[src/rtl/lrck_guard_pkg.sv]
package lrck_guard_pkg;
  typedef enum logic [1:0] {
    ST_ACQ     = 2'd0,
    ST_RECOVER = 2'd1,
    ST_RUN     = 2'd2
  } guard_state_e;
endpackage

[src/rtl/lrck_edge_sync.sv]
module lrck_edge_sync #(
  parameter int STAGES = 2
) (
  input  logic clk_i,
  input  logic rst_ni,
  input  logic lrck_i,
  output logic mark_o
);
  logic [STAGES:0] sh_q;

  always_ff @(posedge clk_i or negedge rst_ni) begin
    if (!rst_ni) sh_q <= '0;
    else         sh_q <= {sh_q[STAGES-1:0], lrck_i};
  end

  // rising edge on the last synchronizer stage
  assign mark_o = sh_q[STAGES-1] & ~sh_q[STAGES];
endmodule

[src/rtl/lrck_frame_meter.sv]
module lrck_frame_meter #(
  parameter int RATIO_LO       = 256,
  parameter int RATIO_HI       = 384,
  parameter int BCLK_PER_FRAME = 64,
  parameter int TOL_BCLK       = 6
) (
  input  logic clk_i,
  input  logic rst_ni,
  input  logic mark_i,
  input  logic ratio_sel_i,
  output logic good_o,
  output logic bad_o
);
  localparam int CNT_W  = $clog2(2 * RATIO_HI + 1);
  localparam int TOL_LO = RATIO_LO * TOL_BCLK / BCLK_PER_FRAME;
  localparam int TOL_HI = RATIO_HI * TOL_BCLK / BCLK_PER_FRAME;
  localparam logic [CNT_W-1:0] MIN_LO = CNT_W'(RATIO_LO - TOL_LO);
  localparam logic [CNT_W-1:0] MAX_LO = CNT_W'(RATIO_LO + TOL_LO);
  localparam logic [CNT_W-1:0] MIN_HI = CNT_W'(RATIO_HI - TOL_HI);
  localparam logic [CNT_W-1:0] MAX_HI = CNT_W'(RATIO_HI + TOL_HI);
  localparam logic [CNT_W-1:0] TMO_LO = CNT_W'(2 * RATIO_LO);
  localparam logic [CNT_W-1:0] TMO_HI = CNT_W'(2 * RATIO_HI);

  logic [CNT_W-1:0] cnt_q, meas, win_min, win_max, tmo_lim;
  logic             have_ref_q, in_win, timeout;

  always_comb begin
    win_min = ratio_sel_i ? MIN_HI : MIN_LO;
    win_max = ratio_sel_i ? MAX_HI : MAX_LO;
    tmo_lim = ratio_sel_i ? TMO_HI : TMO_LO;
    meas    = cnt_q + CNT_W'(1);
    in_win  = (meas >= win_min) && (meas <= win_max);
    timeout = have_ref_q && !mark_i && (meas >= tmo_lim);
  end

  always_ff @(posedge clk_i or negedge rst_ni) begin
    if (!rst_ni) begin
      cnt_q      <= '0;
      have_ref_q <= 1'b0;
    end else if (mark_i) begin
      cnt_q      <= '0;
      have_ref_q <= 1'b1;
    end else if (timeout) begin
      cnt_q      <= '0;
      have_ref_q <= 1'b0;
    end else if (have_ref_q) begin
      cnt_q      <= meas;
    end
  end

  assign good_o = mark_i && have_ref_q && in_win;
  assign bad_o  = (mark_i && have_ref_q && !in_win) || timeout;
endmodule

[src/rtl/lrck_guard_fsm.sv]
module lrck_guard_fsm
  import lrck_guard_pkg::*;
#(
  parameter int RECOVER_FRAMES = 22
) (
  input  logic clk_i,
  input  logic rst_ni,
  input  logic good_i,
  input  logic bad_i,
  output logic locked_o,
  output logic mute_o,
  output logic halt_o
);
  localparam int REC_W = $clog2(RECOVER_FRAMES + 1);
  localparam logic [REC_W-1:0] REC_LAST = REC_W'(RECOVER_FRAMES - 1);

  guard_state_e     state_q, state_d;
  logic [REC_W-1:0] rec_q, rec_d;
  logic             prev_good_q, halt_q;

  always_comb begin
    state_d = state_q;
    rec_d   = rec_q;
    unique case (state_q)
      ST_ACQ: begin
        if (good_i && prev_good_q) begin
          state_d = ST_RECOVER;
          rec_d   = '0;
        end
      end
      ST_RECOVER: begin
        if (bad_i) state_d = ST_ACQ;
        else if (good_i) begin
          if (rec_q == REC_LAST) state_d = ST_RUN;
          else                   rec_d   = rec_q + REC_W'(1);
        end
      end
      ST_RUN: begin
        if (bad_i) state_d = ST_ACQ;
      end
      default: state_d = ST_ACQ;
    endcase
  end

  always_ff @(posedge clk_i or negedge rst_ni) begin
    if (!rst_ni) begin
      state_q     <= ST_ACQ;
      rec_q       <= '0;
      prev_good_q <= 1'b0;
      halt_q      <= 1'b0;
    end else begin
      state_q <= state_d;
      rec_q   <= rec_d;
      if (bad_i)       prev_good_q <= 1'b0;
      else if (good_i) prev_good_q <= 1'b1;
      halt_q  <= bad_i && (state_q != ST_ACQ);
    end
  end

  assign locked_o = (state_q != ST_ACQ);
  assign mute_o   = (state_q != ST_RUN);
  assign halt_o   = halt_q;
endmodule

[src/rtl/lrck_sample_gate.sv]
module lrck_sample_gate #(
  parameter int SAMPLE_W = 24,
  parameter int NUM_CH   = 2
) (
  input  logic                             clk_i,
  input  logic                             rst_ni,
  input  logic                             mute_i,
  input  logic [NUM_CH-1:0][SAMPLE_W-1:0]  smp_i,
  output logic [NUM_CH-1:0][SAMPLE_W-1:0]  smp_o
);
  localparam logic [SAMPLE_W-1:0] MIDSCALE = {1'b1, {(SAMPLE_W-1){1'b0}}};

  for (genvar ch = 0; ch < NUM_CH; ch++) begin : g_ch
    logic [SAMPLE_W-1:0] out_q;
    always_ff @(posedge clk_i or negedge rst_ni) begin
      if (!rst_ni)     out_q <= MIDSCALE;
      else if (mute_i) out_q <= MIDSCALE;
      else             out_q <= smp_i[ch];
    end
    assign smp_o[ch] = out_q;
  end
endmodule

[src/rtl/lrck_sync_guard.sv]
module lrck_sync_guard #(
  parameter int SAMPLE_W       = 24,
  parameter int RATIO_LO       = 256,
  parameter int RATIO_HI       = 384,
  parameter int BCLK_PER_FRAME = 64,
  parameter int TOL_BCLK       = 6,
  parameter int RECOVER_FRAMES = 22,
  parameter int SYNC_STAGES    = 2
) (
  input  logic                clk_i,
  input  logic                rst_ni,
  input  logic                lrck_i,
  input  logic                ratio_sel_i,
  input  logic [SAMPLE_W-1:0] left_i,
  input  logic [SAMPLE_W-1:0] right_i,
  output logic                locked_o,
  output logic                halt_o,
  output logic [SAMPLE_W-1:0] left_o,
  output logic [SAMPLE_W-1:0] right_o
);
  localparam int NUM_CH = 2;

  logic mark, good, bad, mute;
  logic [NUM_CH-1:0][SAMPLE_W-1:0] smp_in, smp_out;

  lrck_edge_sync #(.STAGES(SYNC_STAGES)) u_sync (
    .clk_i (clk_i),
    .rst_ni(rst_ni),
    .lrck_i(lrck_i),
    .mark_o(mark)
  );

  lrck_frame_meter #(
    .RATIO_LO      (RATIO_LO),
    .RATIO_HI      (RATIO_HI),
    .BCLK_PER_FRAME(BCLK_PER_FRAME),
    .TOL_BCLK      (TOL_BCLK)
  ) u_meter (
    .clk_i      (clk_i),
    .rst_ni     (rst_ni),
    .mark_i     (mark),
    .ratio_sel_i(ratio_sel_i),
    .good_o     (good),
    .bad_o      (bad)
  );

  lrck_guard_fsm #(.RECOVER_FRAMES(RECOVER_FRAMES)) u_fsm (
    .clk_i   (clk_i),
    .rst_ni  (rst_ni),
    .good_i  (good),
    .bad_i   (bad),
    .locked_o(locked_o),
    .mute_o  (mute),
    .halt_o  (halt_o)
  );

  assign smp_in = {right_i, left_i};

  lrck_sample_gate #(.SAMPLE_W(SAMPLE_W), .NUM_CH(NUM_CH)) u_gate (
    .clk_i (clk_i),
    .rst_ni(rst_ni),
    .mute_i(mute),
    .smp_i (smp_in),
    .smp_o (smp_out)
  );

  assign left_o  = smp_out[0];
  assign right_o = smp_out[1];
endmodule

[config.mk]
export PLATFORM = sky130hd
export DESIGN_NAME = lrck_sync_guard
export DESIGN_NICKNAME = d
export VERILOG_FILES = /design/src/rtl/lrck_guard_pkg.sv /design/src/rtl/lrck_edge_sync.sv /design/src/rtl/lrck_frame_meter.sv /design/src/rtl/lrck_guard_fsm.sv /design/src/rtl/lrck_sample_gate.sv /design/src/rtl/lrck_sync_guard.sv
export SDC_FILE = /design/constraint.sdc
export NUM_CORES = 1
export LEC_CHECK = 0
export BUFFER_PORTS_ARGS = -buffer_cell sky130_fd_sc_hd__buf_2
export CORE_MARGIN = 2
export CORE_UTILIZATION = 54
export DETAILED_ROUTE_END_ITERATION = 8
export GPL_TIMING_DRIVEN = 0
export MAX_ROUTING_LAYER = met4
export PLACE_DENSITY_LB_ADDON = 0.08
export SYNTH_ARGS = -nofsm -noshare
export SYNTH_HDL_FRONTEND = slang
export SYNTH_HIERARCHICAL = 1
export SYNTH_SLANG_ARGS = --single-unit
[constraint.sdc]
create_clock -name clk_i -period 10.3 [get_ports clk_i]
set_clock_uncertainty 0.1 [all_clocks]
set_input_delay 1.545 -clock clk_i [delete_from_list [all_inputs] [get_ports clk_i]]
set_output_delay 1.545 -clock clk_i [all_outputs]
set_load 0.01 [all_outputs]
==> summary.txt <==
Critical path
  – WP data arrival: 4.17 ns
  – Reg2reg end: u_fsm/rec_q[3]
  – Largest fanout on the critical path: 7
  – R2R setup slack: 6.38 ns
  – CP required: 10.44 ns
  – CP Class: in -> reg
  – CP Launch Type: input pin
  – Worst R2R Start: u_meter/cnt_q[0]
  – Worst Setup End Kind: flip-flop
  – Reg2Reg Depth: 14

Synthesis
  – Post-synth ARST share: 100%
  – Yosys warns: 6
  – Mapped Nets: 341
  – Synth cell types: 52
  – Register bit count reported by yosys: 71
  – Largest cells by area after synthesis: dfrtp_1, nor2b_1, ha_1
  – Synth area leader: dfrtp_1
  – Dominant register cell in the synthesized netlist: dfrtp_1
  – Syn_area_per_cell: 11.5 um^2
  – Netlist Area Pre-Place: 3150 um^2
  – Area share of the largest cell type after synthesis: 54.8%
  – Number of synthesized flops with an enable pin: 0
  – Sequential fraction of the synthesis area: 56.5%
  – Mapped Cells: 275

CTS
  – H-tree depth: 3
  – Register clock-pin slew on the reported worst setup and hold paths: 0.08 ns
  – Buffers inserted by post-CTS timing repair: 0
  – Clk Latency, worst-skew pair: 0.33 ns
  – CTS Buf Count: 9
  – # clock sinks: 71
  – CTS resizes: 0
  – Hold buffers post-CTS: 0
  – CTS tree: done
  – Clock root cell: clkbuf_8
  – Max Root-Sink Buffers: 2

Layout
  – Diode count: 0
  – # nets final: 453
  – Share of cells above drive strength 1: 35.2%
  – Commonest non-fill, non-tap cell in the layout: buf_2
  – P&R area growth vs syn: 25.3%
  – Commonest non-fill, non-tap cells in the layout: buf_2, dfrtp_1, nor2b_1
  – Final non-filler cell total: 464

Global routing
  – GRT overflow: 0
  – First-pass GRT wire length: 10400 um
  – GRT Total Usage: 22.1%
  – Antenna violations before repair: 0
  – Vias in the first global route: 2270
  – Pin count of the biggest net entering global routing: 72

Drt
  – 1st-pass router iterations: 4
  – DRT iter0 DRCs: 112
  – DRC: 0
  – Total via count in the routed design: 2315
  – Final WL: 6270 um
  – Avg WL per Cell: 13.5 um
  – Via/cell ratio: 4.99
  – Post-DRT Antenna Nets: 0

Floorplanning
  – Starting density of the core: 56.5%
  – Core Area: 5570 um^2
  – Die Ht: 80.4 um
  – Rows: 27
  – Die W: 80.4 um
  – Die area: 6460 um^2
  – Io pins: 102

Power and ir drop
  – Sw Share: 24.3%
  – Cell area power density: 143 nW/um^2
  – Peak supply drop: 109 uV
  – Sw Pwr: 137 uW
  – Clock power frac: 38.6%
  – Power Internal: 427 uW
  – Combinational share of power: 9.2%
  – Leak Pwr: 0.00204 uW
  – Sequential share of power: 52.2%

Placement
  – Final HPWL DP: 4540 um
  – Placed instance count: 448
  – GPL Wtd Cong: 0.805
  – Port bufs: 101

Timing
  – Worst-Margin Slew: 0.855 ns
  – Final period util: 39.2%
  – RSZ-0062 raised after global routing: no
  – Hold Fails Final Rpt: 0
  – Slew headroom: 43.0%
  – Fmax: 0.248 GHz
  – Tmin final: 4.04 ns
  – Setup TNS: 0 ns
  – Setup Viol. Count Final: 0
  – Slew Viols, Final: 0

Min path
  – Hold Path Sink: u_sync/sh_q[1]
  – HP Start: u_sync/sh_q[0]
  – Hold/Removal Path Class: reg -> reg
  – Hold depth: 0

Flow run
  – Max_cap viols: 0

Run status
  – Status: completed
==> metal layers <==
layer,GRT usage (%),up-vias,share of wire (%)
met4,9.66,0,0.97
met5,-,-,0
met2,32.6,71,48
met3,8.31,7,7.1
met1,27.4,1085,44
li1,-,1152,-
==> cell families (layout without fill, tap and decap cells) <==
logic type / Yosys count / after routing / synth area share, %
buffers and inverters: 22 / 139 / 3.53
DFF: 71 / 71 / 56.5
and+or+nand+nor: 118 / 118 / 22.2
AOI/OAI and AO/OA: 42 / 42 / 9.97
xor gates and xnor gates: 8 / 8 / 2.22
adders and majority gates: 14 / 14 / 5.56
==> synth_stat cells (all sizes together) (4+ instances only) <==
| cell | n |
|---|---|
| a21oi | 7 |
| o211ai | 5 |
| buf | 8 |
| xnor2 | 6 |
| nor2b | 50 |
| o21ai | 14 |
| ha | 14 |
| dfrtp | 69 |
| inv | 13 |
| or3 | 4 |
| nand2 | 19 |
| nand2b | 7 |
| nor2 | 8 |
| nand3 | 9 |
==> cell type report <==
class / count / area (um^2)
Tap cell: 72 / 90.1
Multi-Input combinational cell: 182 / 1260
Buffer: 9 / 62.6
Clock buffer: 11 / 141
Fill cell: 432 / 1630
Inverter: 13 / 48.8
Clock inverter: 5 / 57.6
Timing Repair Buffer: 101 / 508
Sequential cell: 71 / 1780
==> power by group through the flow <==
stage	logic, uW	registers [uW]	clock network [uW]
after floorplan	31.8	297	0
after global placement	51.1	299	0
after detailed placement	52.3	299	0
after CTS	52.5	294	225
after global routing	59.5	295	237
final	51.9	294	218
==> flip-flops by register name, indices dropped and copies added (netlist names) <==
register            flops
u_sync/sh_q             3
u_fsm/rec_q             5
u_meter/cnt_q          10
u_fsm/halt_o            1
u_fsm/state_q           2
u_gate/g_ch.out_q      48
u_fsm/prev_good_q       1
u_meter/have_ref_q      1
==> worst max path at each step <==
stage	start	end	slack (ns)	depth (start not counted)
2_1_floorplan	ratio_sel_i	u_fsm/rec_q[3]	6.42	10
3_3_place_gp	ratio_sel_i	u_fsm/rec_q[3]	5.91	12
3_5_place_dp	ratio_sel_i	u_fsm/rec_q[3]	5.90	11
4_1_cts	ratio_sel_i	u_fsm/rec_q[3]	6.27	11
5_1_grt	ratio_sel_i	u_fsm/rec_q[3]	6.02	11
6_report	ratio_sel_i	u_fsm/rec_q[3]	6.26	11
==> per-stage QoR <==
stage | setup WS (ns) | hold slack [ns] | power [uW] | util, % | area [um^2]
3_3_place_gp | 5.91 | 0.235 | 350 | 67.2 | 3750
6_report | 6.26 | 0.248 | 563 | 70.8 | 3950
5_1_grt | 6.02 | 0.273 | 592 | 70.8 | 3950
2_1_floorplan | 6.42 | 0.231 | 329 | - | 3150
4_1_cts | 6.27 | 0.251 | 571 | 70.8 | 3950
3_5_place_dp | 5.90 | 0.237 | 351 | 67.3 | 3750
==> worst max-delay path, cell delays in order <==
cell	delay [ns]
buf_2	0.17
inv_1	0.12
ha_1	0.32
nand2b_1	0.15
or3_1	0.36
a21boi_0	0.19
o311a_1	0.23
and3_1	0.29
nand2b_1	0.17
or3_1	0.40
o311ai_1	0.23
(Power assumes the default switching activity.)
